===== src/rtl/hsb_pkg.sv =====
package hsb_pkg;
  typedef enum logic [1:0] {
    ST_IDLE    = 2'd0,
    ST_SETUP   = 2'd1,
    ST_REQ     = 2'd2,
    ST_RELEASE = 2'd3
  } hsb_state_e;
endpackage


===== src/rtl/hsb_rst_sync.sv =====
module hsb_rst_sync #(
  parameter int STAGES = 2
) (
  input  logic clk,
  input  logic rst_n,
  output logic rst_ni
);
  logic [STAGES-1:0] chain_q;

  always_ff @(posedge clk or negedge rst_n) begin
    if (!rst_n) chain_q <= '0;
    else        chain_q <= {chain_q[STAGES-2:0], 1'b1};
  end

  assign rst_ni = chain_q[STAGES-1];
endmodule


===== src/rtl/hsb_ack_sync.sv =====
module hsb_ack_sync #(
  parameter int STAGES = 2
) (
  input  logic clk,
  input  logic rst_ni,
  input  logic ack_n_async,
  output logic ack_n_sync
);
  logic [STAGES-1:0] flop_q;

  // idle level of the strobe is high, so the chain resets to ones
  always_ff @(posedge clk or negedge rst_ni) begin
    if (!rst_ni) flop_q <= '1;
    else         flop_q <= {flop_q[STAGES-2:0], ack_n_async};
  end

  assign ack_n_sync = flop_q[STAGES-1];
endmodule


===== src/rtl/hsb_fsm.sv =====
module hsb_fsm
  import hsb_pkg::*;
(
  input  logic       clk,
  input  logic       rst_ni,
  input  logic       start,
  input  logic       ack_n_sync,
  output hsb_state_e state,
  output logic       load_en,
  output logic       cap_en,
  output logic       req_n,
  output logic       oe,
  output logic       done
);
  hsb_state_e state_q, state_d;
  logic       req_n_q, oe_q, done_q;
  logic       req_n_d, oe_d, done_d;

  always_comb begin
    state_d = state_q;
    unique case (state_q)
      ST_IDLE:    if (start) state_d = ST_SETUP;
      ST_SETUP:   state_d = ST_REQ;
      ST_REQ:     if (!ack_n_sync) state_d = ST_RELEASE;
      ST_RELEASE: if (ack_n_sync) state_d = ST_IDLE;
      default:    state_d = ST_IDLE;
    endcase
  end

  always_comb begin
    req_n_d = (state_d != ST_REQ);
    oe_d    = (state_d == ST_SETUP) || (state_d == ST_REQ);
    done_d  = (state_q == ST_RELEASE) && (state_d == ST_IDLE);
  end

  always_ff @(posedge clk or negedge rst_ni) begin
    if (!rst_ni) begin
      state_q <= ST_IDLE;
      req_n_q <= 1'b1;
      oe_q    <= 1'b0;
      done_q  <= 1'b0;
    end else begin
      state_q <= state_d;
      req_n_q <= req_n_d;
      oe_q    <= oe_d;
      done_q  <= done_d;
    end
  end

  assign state   = state_q;
  assign load_en = (state_q == ST_IDLE) && start;
  assign cap_en  = (state_q == ST_REQ) && !ack_n_sync;
  assign req_n   = req_n_q;
  assign oe      = oe_q;
  assign done    = done_q;
endmodule


===== src/rtl/hsb_dpath.sv =====
module hsb_dpath #(
  parameter int ADDR_W = 8,
  parameter int DATA_W = 8
) (
  input  logic              clk,
  input  logic              rst_ni,
  input  logic              load_en,
  input  logic              cap_en,
  input  logic              in_write,
  input  logic [ADDR_W-1:0] in_addr,
  input  logic [DATA_W-1:0] in_wdata,
  input  logic [DATA_W-1:0] bus_rd,
  output logic              is_write,
  output logic [ADDR_W-1:0] addr,
  output logic [DATA_W-1:0] wdata,
  output logic [DATA_W-1:0] rdata
);
  logic              wr_q;
  logic [ADDR_W-1:0] addr_q;
  logic [DATA_W-1:0] wdata_q, rdata_q;
  logic              rd_cap;

  assign rd_cap = cap_en && !wr_q;

  always_ff @(posedge clk or negedge rst_ni) begin
    if (!rst_ni) begin
      wr_q    <= 1'b0;
      addr_q  <= '0;
      wdata_q <= '0;
    end else if (load_en) begin
      wr_q    <= in_write;
      addr_q  <= in_addr;
      wdata_q <= in_wdata;
    end
  end

  always_ff @(posedge clk or negedge rst_ni) begin
    if (!rst_ni)     rdata_q <= '0;
    else if (rd_cap) rdata_q <= bus_rd;
  end

  assign is_write = wr_q;
  assign addr     = addr_q;
  assign wdata    = wdata_q;
  assign rdata    = rdata_q;
endmodule


===== src/rtl/hs_bus_master.sv =====
module hs_bus_master
  import hsb_pkg::*;
#(
  parameter int ADDR_W      = 8,
  parameter int DATA_W      = 8,
  parameter int SYNC_STAGES = 2,
  parameter int RST_STAGES  = 2
) (
  input  logic              clk,
  input  logic              rst_n,
  input  logic              cmd_valid,
  output logic              cmd_ready,
  input  logic              cmd_write,
  input  logic [ADDR_W-1:0] cmd_addr,
  input  logic [DATA_W-1:0] cmd_wdata,
  output logic              done,
  output logic [DATA_W-1:0] rdata,
  output logic [ADDR_W-1:0] bus_addr,
  output logic              bus_addr_oe,
  output logic              bus_cmd,
  output logic [DATA_W-1:0] bus_data_out,
  output logic              bus_data_oe,
  input  logic [DATA_W-1:0] bus_data_in,
  output logic              bus_req_n,
  input  logic              bus_ack_n
);
  logic       rst_ni;
  logic       ack_s;
  logic       start, load_en, cap_en, oe, is_write;
  hsb_state_e state;

  hsb_rst_sync #(.STAGES(RST_STAGES)) u_rst (
    .clk    (clk),
    .rst_n  (rst_n),
    .rst_ni (rst_ni)
  );

  hsb_ack_sync #(.STAGES(SYNC_STAGES)) u_ack (
    .clk         (clk),
    .rst_ni      (rst_ni),
    .ack_n_async (bus_ack_n),
    .ack_n_sync  (ack_s)
  );

  assign cmd_ready = rst_ni && (state == ST_IDLE);
  assign start     = cmd_valid && cmd_ready;

  hsb_fsm u_fsm (
    .clk        (clk),
    .rst_ni     (rst_ni),
    .start      (start),
    .ack_n_sync (ack_s),
    .state      (state),
    .load_en    (load_en),
    .cap_en     (cap_en),
    .req_n      (bus_req_n),
    .oe         (oe),
    .done       (done)
  );

  hsb_dpath #(.ADDR_W(ADDR_W), .DATA_W(DATA_W)) u_dp (
    .clk      (clk),
    .rst_ni   (rst_ni),
    .load_en  (load_en),
    .cap_en   (cap_en),
    .in_write (cmd_write),
    .in_addr  (cmd_addr),
    .in_wdata (cmd_wdata),
    .bus_rd   (bus_data_in),
    .is_write (is_write),
    .addr     (bus_addr),
    .wdata    (bus_data_out),
    .rdata    (rdata)
  );

  assign bus_cmd     = is_write;
  assign bus_addr_oe = oe;
  assign bus_data_oe = oe && is_write;
endmodule


===== config.mk =====
export PLATFORM = sky130hd
export DESIGN_NAME = hs_bus_master
export DESIGN_NICKNAME = d
export VERILOG_FILES = /design/src/rtl/hsb_pkg.sv /design/src/rtl/hsb_rst_sync.sv /design/src/rtl/hsb_ack_sync.sv /design/src/rtl/hsb_fsm.sv /design/src/rtl/hsb_dpath.sv /design/src/rtl/hs_bus_master.sv
export SDC_FILE = /design/constraint.sdc
export NUM_CORES = 1
export LEC_CHECK = 0
export ABC_AREA = 1
export BUFFER_PORTS_ARGS = -buffer_cell sky130_fd_sc_hd__buf_2
export CORE_MARGIN = 2
export CORE_UTILIZATION = 46
export CTS_CLUSTER_SIZE = 8
export DETAILED_ROUTE_END_ITERATION = 8
export MAX_ROUTING_LAYER = met4
export PLACE_DENSITY_LB_ADDON = 0.2
export SETUP_SLACK_MARGIN = 0.1
export SKIP_CTS_REPAIR_TIMING = 1
export SLEW_MARGIN = 40
export SYNTH_ARGS = -nofsm -noshare
export SYNTH_HDL_FRONTEND = slang
export SYNTH_HIERARCHICAL = 1
export SYNTH_SLANG_ARGS = --single-unit
export TNS_END_PERCENT = 20

===== constraint.sdc =====
create_clock -name clk -period 1.6 [get_ports clk]
set_input_delay 0.24 -clock clk [delete_from_list [all_inputs] [get_ports clk]]
set_output_delay 0.24 -clock clk [all_outputs]
set_load 0.1 [all_outputs]

# Word level (Yosys, flattened, before mapping)
# Index checks and enable logic that the tools add are counted.
# W data, S select, Z words.
# word_totals
regBits,34
latch_bits,0
ram_bits,0
rom_bits,0
input_bits,29
word_cells,32
n_memories,0
# op_classes
addsub,0
n_mul,0
div,0
order_cmp,0
eq_ne,6
shift,0
n_mux,4
bitwise_logic,0
n_reduce_logical,12
# ops
op,count
$pmux W2 S4,1
$logic_and A1 B1 Y1,7
$eq A2 B2 Y1 const B,3
$mux W2,3
$eq A2 B1 Y1 const B,2
$logic_not A2 Y1,2
$logic_not A1 Y1,2
$ne A2 B2 Y1 const B,1
$logic_or A1 B1 Y1,1

# Depth between registers and ports, before layout
# Gate-level depths: netlist (run 1).
# depth
word_depth,7
depth_mapped,8
ltp_nobuf,7

# Cells and area by module
# The synthesis (run 1) kept the hierarchy.
# modules_own_cells
module,instances,cells_per_inst,area_each_um2
hsb_dpath,1,105,979.7
hsb_fsm,1,22,227.7
hsb_rst_sync,1,3,53.8
hsb_ack_sync,1,2,52.6
hs_bus_master,1,7,28.8

# Least setup slack after synthesis (run 1)
# OpenSTA, ideal clock, no wires.
# synth_timing
path_type,register to output
from,reg u_rst.chain_q[1]
to,out cmd_ready
t_arrival_ns,1.818
required_time_ns,1.360
slack_ns,-0.458
stages_incl_launch_ff,3
path_cell_list,dfrtp_1 > nand2_1 > inv_1
# synth_via
elab_chain_len,1
# synth_rtl
element,line_no,rtl
from (decl),hsb_rst_sync.sv:8,logic [STAGES-1:0] chain_q;
from (signal assigned),hsb_rst_sync.sv:12,"else chain_q <= {chain_q[STAGES-2:0], 1'b1};"
$logic_and A1 B1 Y1,hs_bus_master.sv:45,assign cmd_ready = rst_ni && (state == ST_IDLE);
to (decl),hs_bus_master.sv:12,"output logic cmd_ready,"
# No other way between the ends.

# Final worst setup path (run 1)
# layout_timing
from,reg u_fsm.state_q[1] (netlist: u_fsm/state[1])
to,out cmd_ready
# layout_via
elab_chain_len,2
# layout_rtl
element,line_no,rtl
from (decl),hsb_fsm.sv:15,"hsb_state_e state_q, state_d;"
from (signal assigned),hsb_fsm.sv:43,state_q <= state_d;
$logic_not A2 Y1,hs_bus_master.sv:45,
$logic_and A1 B1 Y1,hs_bus_master.sv:45,
# No other way between the ends.

==> summary.txt, run 1 <==
Layout cells sized above 1 -> 0.440
Syn_area_per_cell -> 9.66 sq um
Total Nets Final -> 239
Placed Cells -> 227
Sequential share of the synthesized area -> 0.637
Top cells by instance count after synthesis -> nand2_1 (37), dfrtp_1 (31), inv_1 (22)
RSZ-0062 raised after global routing -> yes
CP Capture Type -> output pin
Drt drc -> 0
Cell taking the most area after synthesis -> dfrtp_1
CP top delay family -> flip-flops
Vias -> 1066
Hold Path Class -> input port to register
Max H-tree Level -> 2
Post-layout minimum cycle time -> 1.48 ns
Clock edge transition at the registers on the reported setup and hold paths -> 0.10 ns
Sink Count -> 34
GRT Resource Usage Total -> 0.177
Avg WL per Cell -> 10.7 microns
Post-Syn Nets -> 170
IO Port Bufs -> 58
GRT overflow -> 0
Total negative slack -> 0 ns
Pins Over Slew Limit -> 0
YS warnings -> 6
Maxcap violations -> 0
Top-area cell type share of the netlist area -> 0.578
Netlist cell types -> 19
TritonRoute pass-1 iters -> 4
Die Y -> 58.0 microns
Diodes inserted -> 0
Final cycle utilization of the critical path -> 0.922
Antenna violations before repair -> 0
Final Hold Fails -> 0
Synthesized area -> 0.00134 sq mm
Top-count cell post-synth -> nand2_1
Die Wd -> 58.0 microns
Slowest stage cell on the critical path -> dfrtp_2
Critical path class -> register to output pin
Row Count -> 19
TritonCTS buffer count -> 5
Post-DP HPWL -> 1910 microns
Clock skew -> 0.00443 ns
Insertion delay to the later sink of the worst-skew pair -> 0.33 ns
Cell breakdown of the critical path -> nor2_4, nand2_2, clkinvlp_4, buf_12
Non-filler cells, final -> 240
Largest net degree at the start of global routing -> 33
Final Routed Wirelength -> 2560 microns
Starting Density -> 0.487
Vias in the first global route -> 1031
Bufs and invs on worst path -> 2
Critical Path AT -> 1.24 ns
Worst path required time -> 1.36 ns
Slowest cell delay on critical path -> 0.46 ns
CP max FO -> 4
CTS Buffer Depth -> 2
Routed Antenna Nets -> 0
Status -> complete, no violations
Number of enable flip-flop cells after synthesis -> 0
Area Growth Syn to Fin -> 36.7%
Synth Flop Type -> dfrtp_1
Die area -> 0.00337 sq mm
First-pass GRT wire length -> 4260 microns
Via density -> 4.44
Io pins -> 59
TritonCTS clock tree -> done
Mapped Cells -> 139
Fmax achieved -> 0.678 GHz
CP startpoint kind -> register
# setup viols final -> 0
Async SR Flop Fraction -> 1.00
Initial DRC count -> 47
Gpl congestion -> 0.650
#FFs+latches synth -> 34
Area contributors post-synth -> dfrtp_1 (58%), nand2_1 (10%), inv_1 (6.2%)
CORE AREA -> 0.00276 sq mm
Root Buffer -> clkbuf_4
## layer usage
layer / vias to the layer above / share of wire / GRT usage
met5: - / 0 / -
met4: 0 / 0.015 / 0.0598
met3: 6 / 0.079 / 0.0670
met2: 40 / 0.52 / 0.294
met1: 465 / 0.39 / 0.196
li1: 555 / - / -
## cell usage in the layout (no fill, tap or decap), types with 2 or more instances in the layout
master	count
inv_1	20
clkbuf_4	6
ha_1	2
dlygate4sd3_1	2
nand2_1	36
dfstp_2	3
buf_2	55
dfrtp_2	4
o21ai_0	16
clkinvlp_4	2
buf_12	2
inv_2	4
nand2_2	3
clkbuf_1	2
nor2_4	2
nand3_1	9
dfrtp_1	26
buf_4	6
nor2_2	3
## sequential cells by signal, indices dropped and copies added (netlist names)
name and count:
u_dp/rdata 8, u_fsm/oe 1, u_dp/addr 8, u_rst/chain_q 2, u_ack/flop_q 2, u_dp/wdata 8
u_fsm/state 2, u_dp/is_write 1, u_fsm/req_n 1, u_fsm/done 1
## logic make-up after synthesis
logic type	after synthesis	synth area share
fa+ha+maj	2	0.0186
simple gates	54	0.176
flops	34	0.637
buf+inv	30	0.0988
compound gates	18	0.0671
other cells	1	0.00279
## path summary, 6_finish.rpt
path | startpoint | endpoint | slack [ns] | depth (start not counted)
worst max-delay path | u_fsm/state[1] | cmd_ready | 0.12 | 4
min in group asynchronous | rst_n | u_rst/chain_q[0] | 0.23 | 2
max in group asynchronous | u_rst/chain_q[1] | u_fsm/req_n | 0.93 | 1
worst min register to register | u_rst/chain_q[1] | u_dp/wdata[0] | 0.35 | 1
worst max register to register | u_fsm/state[0] | u_dp/wdata[7] | 0.25 | 6
worst min-delay path | cmd_addr[1] | u_dp/addr[1] | 0.11 | 3
## worst min-delay path, cell delays in order
cell and delay (ns):
buf_2 0.07, nand2_1 0.04, o21ai_0 0.05
## area by class of cell
cell class                      count  area, sq um
Clock inverter                      1         30.0
Inverter                           26          105
Clock buffer                        7         45.0
Fill cell                         244          922
Sequential cell                    34          863
Multi-Input combinational cell     75          365
Timing Repair Buffer               66          388
Tap cell                           31         38.8
## metrics by stage
step	cell area, sq um	hold slack, ns	setup slack [ns]	utilization
finish	1840	0.106	0.124	0.666
global route	1840	0.0914	0.0698	0.666
CTS	1780	-0.333	0.0402	0.644
detailed placement	1700	0.0343	0.183	0.617
global placement	1700	0.0259	0.274	0.617
floorplan	1360	-0.0556	0.109	-
Power of run 1 is not shown: default switching activity piles up to over one toggle a cycle in this logic, so the estimate is an artifact.
==> run 2: changes to the inputs <==
--- a/config.mk
+++ b/config.mk
@@ -13,9 +13,9 @@
 export DETAILED_ROUTE_END_ITERATION = 8
 export MAX_ROUTING_LAYER = met4
 export PLACE_DENSITY_LB_ADDON = 0.2
+export REMOVE_ABC_BUFFERS = 1
 export SETUP_SLACK_MARGIN = 0.1
 export SKIP_CTS_REPAIR_TIMING = 1
-export SLEW_MARGIN = 40
 export SYNTH_ARGS = -nofsm -noshare
 export SYNTH_HDL_FRONTEND = slang
 export SYNTH_HIERARCHICAL = 1
==> summary.txt, run 2 (synthesis results as in run 1) <==
CORE AREA -> 0.00276 sq mm (unchanged)
Worst hold margin -> 0.126 ns (+0.0197 ns)
Sink Count -> 34 (unchanged)
Diodes inserted -> 0 (unchanged)
Pins Over Slew Limit -> 0 (unchanged)
Total Nets Final -> 238 (-0.42%)
Post-layout minimum cycle time -> 1.48 ns (+0.00253 ns)
Drt drc -> 0 (unchanged)
Clock edge transition at the registers on the reported setup and hold paths -> 0.09 ns (about the same)
Hold Path Class -> input port to register
Post-DP HPWL -> 2030 microns (+6.1%)
Layout cells sized above 1 -> 0.418 (-0.0219)
Worst slack, placed -> 0.243 ns (+0.0594 ns)
Root Buffer -> clkbuf_4
Critical Path Source -> u_fsm/req_n
Critical path class -> register to output pin
Hold Crit Start -> cmd_addr[0]
Io pins -> 59 (unchanged)
Reg-to-reg startpoint -> u_fsm/state[0]
TritonRoute pass-1 iters -> 4 (unchanged)
IO Port Bufs -> 58 (unchanged)
Fin util -> 0.654 (-0.0113)
CP top delay family -> flip-flops
Bufs and invs on worst path -> 1 (-1)
TritonCTS clock tree -> done
Die area -> 0.00337 sq mm (unchanged)
Avg WL per Cell -> 11.3 microns (+6.1%)
Die Wd -> 58.0 microns (unchanged)
Max H-tree Level -> 2 (unchanged)
Insertion delay to the later sink of the worst-skew pair -> 0.32 ns (about the same)
Routed Antenna Nets -> 0 (unchanged)
Slowest stage cell on the critical path -> dfstp_2
First-pass GRT wire length -> 4570 microns (+7.1%)
Clock skew -> 0.0107 ns (+0.00630 ns)
Vias in the first global route -> 1074 (+4.2%)
Commonest non-fill, non-tap cell in the layout -> buf_2
Non-filler cells, final -> 239 (-0.42%)
GRT overflow -> 0 (unchanged)
PnR worst setup slack -> 0.122 ns (-0.00253 ns)
RSZ-0062 raised after global routing -> yes
Final Hold Fails -> 0 (unchanged)
Placed Cells -> 228 (+0.44%)
Worst path required time -> 1.36 ns (about the same)
Final cycle utilization of the critical path -> 0.924 (+0.00158)
CP startpoint kind -> register
CTS Buffer Depth -> 2 (unchanged)
Starting Density -> 0.487 (unchanged)
Final Routed Wirelength -> 2700 microns (+5.6%)
Slowest cell delay on critical path -> 0.52 ns (+0.06 ns)
Initial DRC count -> 63 (+34%)
Most frequent cells in the layout -> buf_2 (57), nand2_1 (36), dfrtp_1 (29)
# setup viols final -> 0 (unchanged)
CP Capture Type -> output pin
Largest net degree at the start of global routing -> 33 (unchanged)
Fmax achieved -> 0.676 GHz (-0.17%)
Row Count -> 19 (unchanged)
CP max FO -> 1 (-3)
GRT Resource Usage Total -> 0.189 (+0.0118)
Status -> complete, no violations
Antenna violations before repair -> 0 (unchanged)
Maxcap violations -> 0 (unchanged)
Area Growth Syn to Fin -> 34.4%
Critical Path AT -> 1.24 ns (about the same)
Vias -> 1128 (+5.8%)
Gpl congestion -> 0.746 (+15%)
Die Y -> 58.0 microns (unchanged)
Cell breakdown of the critical path -> buf_2
TritonCTS buffer count -> 5 (unchanged)
Via density -> 4.72 (+6.3%)
## run 2: cell types whose count changed in the layout (fill, tap and decap cells not counted), moves of 2 or more
| cell | change |
|---|---|
| buf_2 | +2 |
| buf_4 | -2 |
| clkinvlp_4 | -2 |
| dfrtp_1 | +3 |
| dfrtp_2 | -2 |
## run 2: cell type report
cell class / instances / area [sq um]
multi-input cells: 75 / 360
repair buffers: 65 / 375
clock inverters: 1 / 30.0
flip-flops and latches: 34 / 857
clock buffers: 7 / 45.0
fillers: 242 / 953
well taps: 31 / 38.8
inverters: 26 / 97.6
## run 2: metrics by stage
stage | TNS [ns] | instance area (sq um)
global placement | 0 | 1690
floorplan | -10.26 | 1310
finish | 0 | 1800
CTS | 0 | 1770
global route | 0 | 1800
detailed placement | 0 | 1690
## run 2: worst paths after layout
path | endpoint | slack (ns) | cells past startpoint
max | bus_req_n | 0.12 | 1
min | u_dp/addr[0] | 0.13 | 3
max reg2reg | u_fsm/done | 0.25 | 6
min reg2reg | u_dp/wdata[7] | 0.31 | 1
max in group asynchronous | u_fsm/req_n | 0.96 | 1
min in group asynchronous | u_rst/chain_q[0] | 0.22 | 2
## run 2: per-layer routing
metal | track usage | share of wire | vias to the layer above
met5 | - | 0 | -
met4 | 0.0764 | 0.023 | 0
met3 | 0.0804 | 0.087 | 6
met2 | 0.299 | 0.50 | 54
met1 | 0.210 | 0.39 | 515
li1 | - | - | 553
Power of run 2 is left out for the same reason.
